$ cat src/rtl/llw_pkg.sv
`timescale 1ns/1ps
package llw_pkg;
  localparam int WORD_W  = 32;
  localparam int DELTA_W = 8;
  localparam int CNT_W   = 7;
  localparam int BASE_W  = 28;
  localparam int OFF_W   = 16;

  typedef enum logic [2:0] {
    S_IDLE, S_FETCH, S_DECODE, S_PAIR, S_REQ, S_RESP, S_WRITE, S_END
  } llw_state_t;

  typedef struct packed {
    logic [DELTA_W-1:0] delta;
    logic [CNT_W-1:0]   count;
  } llw_pair_t;

  function automatic logic llw_is_base(input logic [WORD_W-1:0] w);
    return w[WORD_W-1];
  endfunction

  function automatic logic llw_is_end(input logic [WORD_W-1:0] w);
    return (w == '0);
  endfunction

  // upper = 0 selects the low half-word pair, 1 the high one
  function automatic llw_pair_t llw_pick_pair(input logic [WORD_W-1:0] w,
                                              input logic upper);
    llw_pair_t p;
    p.delta = upper ? w[16 +: DELTA_W] : w[0 +: DELTA_W];
    p.count = upper ? w[24 +: CNT_W]   : w[8 +: CNT_W];
    return p;
  endfunction

  // byte address of word k of the current pair
  function automatic logic [WORD_W-1:0] llw_target(input logic [BASE_W-1:0] base,
                                                   input logic [OFF_W-1:0]  off,
                                                   input logic [CNT_W-1:0]  k);
    logic [OFF_W-1:0] idx;
    idx = off + OFF_W'(k);
    return {base, 4'b0000} + WORD_W'({idx, 2'b00});
  endfunction
endpackage

$ cat src/rtl/llw_addr_gen.sv
`timescale 1ns/1ps
module llw_addr_gen
  import llw_pkg::*;
(
  input  logic              clk,
  input  logic              rst_n,
  input  logic              clear,
  input  logic              load_base,
  input  logic [BASE_W-1:0] base_in,
  input  logic              load_link,
  input  logic [WORD_W-1:0] link_in,
  input  logic              upper,
  input  logic              load_pair,
  input  logic              step,
  output logic [CNT_W-1:0]  pair_count,
  output logic              last_beat,
  output logic [WORD_W-1:0] rd_addr
);
  llw_pair_t         lo_q, hi_q, cur;
  logic [BASE_W-1:0] base_q;
  logic [OFF_W-1:0]  off_q;
  logic [CNT_W-1:0]  k_q, cnt_q;
  logic              unused_link;

  assign unused_link = link_in[31] ^ link_in[15];
  assign cur         = upper ? hi_q : lo_q;
  assign pair_count  = cur.count;
  assign last_beat   = ((k_q + 1'b1) == cnt_q);
  assign rd_addr     = llw_target(base_q, off_q, k_q);

  always_ff @(posedge clk or negedge rst_n) begin
    if (!rst_n) begin
      lo_q <= '0; hi_q <= '0; base_q <= '0; off_q <= '0; k_q <= '0; cnt_q <= '0;
    end else if (clear) begin
      lo_q <= '0; hi_q <= '0; base_q <= '0; off_q <= '0; k_q <= '0; cnt_q <= '0;
    end else begin
      if (load_base) begin
        base_q <= base_in;
        off_q  <= '0;
      end
      if (load_link) begin
        lo_q <= llw_pick_pair(link_in, 1'b0);
        hi_q <= llw_pick_pair(link_in, 1'b1);
      end
      if (load_pair && cur.count != '0) begin
        off_q <= off_q + OFF_W'(cur.delta);
        cnt_q <= cur.count;
        k_q   <= '0;
      end else if (step) begin
        k_q <= k_q + 1'b1;
      end
    end
  end
endmodule

$ cat src/rtl/llw_sink.sv
`timescale 1ns/1ps
module llw_sink
  import llw_pkg::*;
#(
  parameter int RAM_AW = 8
) (
  input  logic              clk,
  input  logic              rst_n,
  input  logic              clear,
  input  logic [RAM_AW-1:0] data_base,
  input  logic              capture,
  input  logic              accept,
  input  logic [WORD_W-1:0] data_in,
  input  logic              advance,
  output logic              full,
  output logic [RAM_AW-1:0] wr_ptr,
  output logic [WORD_W-1:0] held_data,
  output logic              stream_valid,
  output logic [WORD_W-1:0] stream_data
);
  logic [RAM_AW:0]   ptr_q;
  logic [WORD_W-1:0] data_q;
  logic              sv_q;

  assign full         = ptr_q[RAM_AW];
  assign wr_ptr       = ptr_q[RAM_AW-1:0];
  assign held_data    = data_q;
  assign stream_valid = sv_q;
  assign stream_data  = data_q;

  always_ff @(posedge clk or negedge rst_n) begin
    if (!rst_n) begin
      ptr_q  <= '0;
      data_q <= '0;
      sv_q   <= 1'b0;
    end else begin
      sv_q <= accept && !capture;
      if (accept) data_q <= data_in;
      if (clear) ptr_q <= {1'b0, data_base};
      else if (advance) ptr_q <= ptr_q + 1'b1;
    end
  end
endmodule

$ cat src/rtl/llw_walker.sv
`timescale 1ns/1ps
module llw_walker
  import llw_pkg::*;
#(
  parameter int RAM_AW = 8
) (
  input  logic              clk,
  input  logic              rst_n,
  input  logic              start_i,
  input  logic              capture_i,
  input  logic [RAM_AW-1:0] data_base_i,
  output logic              busy_o,
  output logic              done_o,
  output logic              overflow_o,
  output logic              ram_en_o,
  output logic              ram_we_o,
  output logic [RAM_AW-1:0] ram_addr_o,
  output logic [WORD_W-1:0] ram_wdata_o,
  input  logic [WORD_W-1:0] ram_rdata_i,
  output logic              rd_req_valid_o,
  input  logic              rd_req_ready_i,
  output logic [WORD_W-1:0] rd_req_addr_o,
  input  logic              rd_rsp_valid_i,
  input  logic [WORD_W-1:0] rd_rsp_data_i,
  output logic              stream_valid_o,
  output logic [WORD_W-1:0] stream_data_o
);
  llw_state_t        state_q, state_d;
  logic [RAM_AW:0]   lptr_q;
  logic              half_q, cap_q, ovf_q;
  // named internal events, observed by the checker
  logic              ev_clear, ev_base, ev_link, ev_pair, ev_step;
  logic              ev_accept, ev_write, ev_beat, ev_lptr_inc;
  logic              ev_half_set, ev_half_clr, ev_ovf;
  logic [CNT_W-1:0]  pair_count;
  logic              last_beat, sink_full;
  logic [RAM_AW-1:0] wr_ptr;
  logic [WORD_W-1:0] held_data;
  logic              unused_rd;

  assign unused_rd = ^ram_rdata_i[30:28];

  always_comb begin
    state_d     = state_q;
    ev_clear    = 1'b0; ev_base = 1'b0; ev_link = 1'b0; ev_pair = 1'b0;
    ev_step     = 1'b0; ev_accept = 1'b0; ev_write = 1'b0; ev_beat = 1'b0;
    ev_lptr_inc = 1'b0; ev_half_set = 1'b0; ev_half_clr = 1'b0; ev_ovf = 1'b0;
    case (state_q)
      S_IDLE:   if (start_i) begin ev_clear = 1'b1; state_d = S_FETCH; end
      S_FETCH:  if (lptr_q[RAM_AW]) begin ev_ovf = 1'b1; state_d = S_END; end
                else state_d = S_DECODE;
      S_DECODE: begin
        if (llw_is_end(ram_rdata_i)) state_d = S_END;
        else begin
          ev_lptr_inc = 1'b1;
          if (llw_is_base(ram_rdata_i)) begin ev_base = 1'b1; state_d = S_FETCH; end
          else begin ev_link = 1'b1; ev_half_clr = 1'b1; state_d = S_PAIR; end
        end
      end
      S_PAIR: begin
        ev_pair = 1'b1;
        if (pair_count == '0) begin
          if (half_q) state_d = S_FETCH;
          else begin ev_half_set = 1'b1; state_d = S_PAIR; end
        end else state_d = S_REQ;
      end
      S_REQ: if (cap_q && sink_full) begin ev_ovf = 1'b1; state_d = S_END; end
             else if (rd_req_ready_i) state_d = S_RESP;
      S_RESP: if (rd_rsp_valid_i) begin
        ev_accept = 1'b1;
        if (cap_q) state_d = S_WRITE;
        else ev_beat = 1'b1;
      end
      S_WRITE: begin ev_write = 1'b1; ev_beat = 1'b1; end
      S_END:   state_d = S_IDLE;
      default: state_d = S_IDLE;
    endcase
    if (ev_beat) begin
      if (last_beat) begin
        if (half_q) state_d = S_FETCH;
        else begin ev_half_set = 1'b1; state_d = S_PAIR; end
      end else begin
        ev_step = 1'b1;
        state_d = S_REQ;
      end
    end
  end

  always_ff @(posedge clk or negedge rst_n) begin
    if (!rst_n) begin
      state_q <= S_IDLE;
      lptr_q  <= '0;
      half_q  <= 1'b0;
      cap_q   <= 1'b0;
      ovf_q   <= 1'b0;
    end else begin
      state_q <= state_d;
      if (ev_clear) begin
        lptr_q <= '0;
        cap_q  <= capture_i;
        ovf_q  <= 1'b0;
        half_q <= 1'b0;
      end else begin
        if (ev_lptr_inc) lptr_q <= lptr_q + 1'b1;
        if (ev_half_clr) half_q <= 1'b0;
        else if (ev_half_set) half_q <= 1'b1;
        if (ev_ovf) ovf_q <= 1'b1;
      end
    end
  end

  llw_addr_gen u_addr (
    .clk        (clk),
    .rst_n      (rst_n),
    .clear      (ev_clear),
    .load_base  (ev_base),
    .base_in    (ram_rdata_i[BASE_W-1:0]),
    .load_link  (ev_link),
    .link_in    (ram_rdata_i),
    .upper      (half_q),
    .load_pair  (ev_pair),
    .step       (ev_step),
    .pair_count (pair_count),
    .last_beat  (last_beat),
    .rd_addr    (rd_req_addr_o)
  );

  llw_sink #(.RAM_AW(RAM_AW)) u_sink (
    .clk          (clk),
    .rst_n        (rst_n),
    .clear        (ev_clear),
    .data_base    (data_base_i),
    .capture      (cap_q),
    .accept       (ev_accept),
    .data_in      (rd_rsp_data_i),
    .advance      (ev_write),
    .full         (sink_full),
    .wr_ptr       (wr_ptr),
    .held_data    (held_data),
    .stream_valid (stream_valid_o),
    .stream_data  (stream_data_o)
  );

  assign busy_o         = (state_q != S_IDLE);
  assign done_o         = (state_q == S_END);
  assign overflow_o     = ovf_q;
  assign rd_req_valid_o = (state_q == S_REQ) && !(cap_q && sink_full);
  assign ram_we_o       = (state_q == S_WRITE);
  assign ram_en_o       = ram_we_o || ((state_q == S_FETCH) && !lptr_q[RAM_AW]);
  assign ram_addr_o     = ram_we_o ? wr_ptr : lptr_q[RAM_AW-1:0];
  assign ram_wdata_o    = held_data;
endmodule

$ cat config.mk
export PLATFORM = sky130hd
export DESIGN_NAME = llw_walker
export DESIGN_NICKNAME = d
export VERILOG_FILES = /design/src/rtl/llw_pkg.sv /design/src/rtl/llw_addr_gen.sv /design/src/rtl/llw_sink.sv /design/src/rtl/llw_walker.sv
export SDC_FILE = /design/constraint.sdc
export NUM_CORES = 1
export LEC_CHECK = 0
export ABC_CLOCK_PERIOD_IN_PS = 4300
export BUFFER_PORTS_ARGS = -buffer_cell sky130_fd_sc_hd__buf_2
export CAP_MARGIN = 10
export CELL_PAD_IN_SITES_DETAIL_PLACEMENT = 1
export CELL_PAD_IN_SITES_GLOBAL_PLACEMENT = 1
export CORE_UTILIZATION = 39
export DETAILED_ROUTE_END_ITERATION = 16
export HOLD_SLACK_MARGIN = 0.02
export PLACE_DENSITY_LB_ADDON = 0.2
export SYNTH_ARGS = -nofsm -noshare
export SYNTH_HDL_FRONTEND = slang
export SYNTH_HIERARCHICAL = 1
export SYNTH_SLANG_ARGS = --single-unit
$ cat constraint.sdc
create_clock -name clk -period 4.3 [get_ports clk]
set_clock_uncertainty 0.1 [all_clocks]
set_input_delay 0.86 -clock clk [delete_from_list [all_inputs] [get_ports clk]]
set_output_delay 0.86 -clock clk [all_outputs]
set_load 0.05 [all_outputs]
==> results.ini <==
[clock_tree]
cts_sinks=145
cts_buffer_depth=2
clk_latency_ns=0.42
clk_pin_slew_ns=0.06
hold_buffers=0
cts_tree=built
clock-root-buffer=clkbuf_16
numCtsBuffers=17
cts_htree_levels=4

[timing]
rsz0062_at_grt=yes
maxSlewHeadroom=0.360
whs_ns=0.344
slew_viol_final=0
worstMarginPinSlew_ns=0.960
setup_viol=23
setup_slack_ns=-0.714
max_clock_freq_mhz=199
hold_viol_final=0
tns_ns=-12.87
min_period_ns=5.01
min_period_over_period=1.17

[power]
max-vdd-ir-drop_mv=0.390
p_leak_nw=5.72
total_power_mw=9.14
p_per_area_nw_per_um2=772

[outcome]
violations=negative setup slack
status=finished with violations

[worst_setup_path]
cp_max_fo=7
required_ns=3.34
crit_type=flop to output pin
cp-end-kind=output pin
arrival_ns=4.05
rr_worst_depth=6
start_kind=flop

[synthesis]
synth.avg_cell_area_um2=10.3
seq_area_frac_synth=0.404
async_flop_share=1.00
ys.flop_type=dfrtp_1
synthCells=874
synth_warnings=6
synth_edf_count=0
synth_area_um2=8990
synth-seq-cells=145
yosysUniqueCellTypes=72

[min_path]
hold_path_class=input port to asynchronous set/reset pin

[cells_and_area]
nets=1214
area_delta_synth_final_pct=31.7
n_fill_cell=2511
drive_above_1_share=0.404
final_util=0.523
multi_input_area_um2=5360
final_cells=1399
final_area_um2=11800
antenna_cells=0
regArea_um2=3630

[placed_design]
port_buffers=186
placed_cell_area_um2=10800
routabilityCongestion=0.827
pre_cts_ws_ns=-0.359
place_hpwl_um=19300
dp_cells=1353

[floorplanning]
pin_count=189
core_um2=22600
die_w_um=154
die_area_um2=23700
rows=55
die_h_um=154
start_util=0.397

[drt]
drt_iter0_drc=326
wl_per_cell_um=18.7
ant_nets=0
vias_per_cell=5.31
drt_pass1_iterations=4
wl_um=26100
drcViolationCount=0
vias=7432

[global_route]
overflow=0
first_global_vias=7687
antenna_found_initial=0
grt_max_degree=89
grt_pass1_wl_um=41700
grt_use_total=0.224

[flow_run]
cap_violations=0

## flip-flops by register name, summed over array words and instances (netlist names)
| name | count |
|---|---|
| u_addr/off_q | 16 |
| u_addr/hi_q | 15 |
| u_addr/lo_q | 15 |
| u_sink/ptr_q | 9 |
| u_addr/base_q | 28 |
| overflow_o | 1 |
| lptr_q | 9 |
| u_addr/k_q | 7 |
| u_sink/stream_valid | 1 |
| state_q | 3 |
| cap_q | 1 |
| u_sink/held_data | 32 |
| half_q | 1 |
| u_addr/cnt_q | 7 |
## layout make-up
| class | count | share of cell area |
|---|---|---|
| multi-input cells | 643 | 0.453 |
| well taps | 285 | 0.0301 |
| clock inverters | 12 | 0.0173 |
| inverters | 16 | 0.00507 |
| flip-flops and latches | 145 | 0.306 |
| repair buffers | 278 | 0.150 |
| clock buffers | 20 | 0.0386 |
## cells by family after synthesis
family	count (synthesis)	synth area share
other cells	1	0.000417
mux	134	0.157
compound gates	139	0.106
flops	145	0.404
fa+ha+maj	35	0.0512
simple gates	270	0.165
xor+xnor	63	0.0614
buf+inv	87	0.0561
## cell usage after synthesis (3+ instances only)
library cell / count / area, um^2
a31oi_1: 3 / 18.8
nor2b_1: 9 / 56.3
fa_1: 3 / 60.1
dfrtp_1: 145 / 3630
a21o_1: 11 / 82.6
or3_1: 4 / 25.0
or4_1: 3 / 22.5
buf_2: 7 / 35.0
a211oi_1: 3 / 22.5
buf_4: 35 / 263
and2_1: 6 / 37.5
o31ai_1: 3 / 22.5
nor3_1: 5 / 25.0
mux2i_1: 78 / 781
nand2b_1: 7 / 43.8
buf_6: 5 / 56.3
o21bai_1: 3 / 22.5
nand4_1: 15 / 93.8
nor2_1: 101 / 379
clkbuf_1: 17 / 63.8
nand2_1: 52 / 195
a22o_1: 8 / 70.1
xnor2_1: 42 / 368
and4_1: 4 / 35.0
mux2_2: 56 / 631
nand3_1: 21 / 105
o211ai_1: 8 / 60.1
ha_1: 32 / 400
o21a_1: 9 / 67.6
nor4_1: 3 / 18.8
o21ai_0: 27 / 135
xor2_1: 21 / 184
buf_1: 7 / 26.3
nor4_4: 6 / 128
a21oi_1: 33 / 165
inv_1: 16 / 60.1
o21ai_1: 3 / 15.0
a21oi_2: 6 / 52.6
and3_1: 13 / 81.3
## where the power goes
part / internal [mW] / switching, mW / total, mW
Clock: 1.07 / 0.597 / 1.66
Sequential: 1.89 / 0.563 / 2.45
Combinational: 1.72 / 3.31 / 5.03
## layer usage
metal,vias up,global-route usage,wire length [um]
met2,125,0.378,13200
met4,0,0.0552,345
met1,3762,0.300,12000
met5,-,0,0
met3,20,0.0330,643
li1,3525,-,-
## path summary, 6_finish.rpt
path / start / end / slack (ns)
setup / recovery: u_addr/off_q[1] / rd_req_addr_o[26] / -0.71
setup reg to reg: state_q[1] / u_addr/k_q[1] / 1.29
hold reg to reg: u_addr/off_q[15] / u_addr/off_q[15] / 0.40
min in group clk: u_addr/off_q[15] / u_addr/off_q[15] / 0.40
max in group asynchronous: rst_n / u_addr/off_q[12] / 2.81
hold / removal: rst_n / u_sink/held_data[21] / 0.34
## cells in the final DEF, fill, tap and decap left out, types with 5 or more instances in the layout
master,instances
xnor2_1,26
nor2_1,98
nand4_1,15
nor3_1,5
nand3_1,17
nor2b_1,8
dfrtp_1,145
ha_1,31
buf_4,92
and2_1,6
xnor2_4,12
a21oi_1,25
a21o_1,11
mux2i_1,78
nand2b_1,7
o21a_1,9
mux2_2,56
o211ai_1,8
a22o_1,7
buf_2,162
buf_6,24
a21oi_2,12
clkbuf_16,17
bufinv_16,5
inv_1,15
and3_1,12
o21ai_0,24
nand2_1,49
xor2_1,17
nor4_4,6
## critical path: stages, from the launching register on
cell	delay (ns)
dfrtp_1	0.42
ha_1	0.32
a21o_1	0.20
a21oi_1	0.30
nor2_1	0.07
o21a_1	0.20
nor2_1	0.12
xnor2_1	0.09
ha_1	0.33
nand2_2	0.07
o211ai_1	0.31
a31oi_2	0.21
o21ai_4	0.31
nand4_1	0.28
xnor2_4	0.23
buf_6	0.17
## repair_timing
| item | CTS | global route |
|---|---|---|
| pin swaps | 15 | 21 |
| buffers inserted | 4 | 10 |
| endpoints found under the setup margin | 23 | 24 |
| resized for setup | 50 | 23 |
Power figures use the tool's default switching activity.
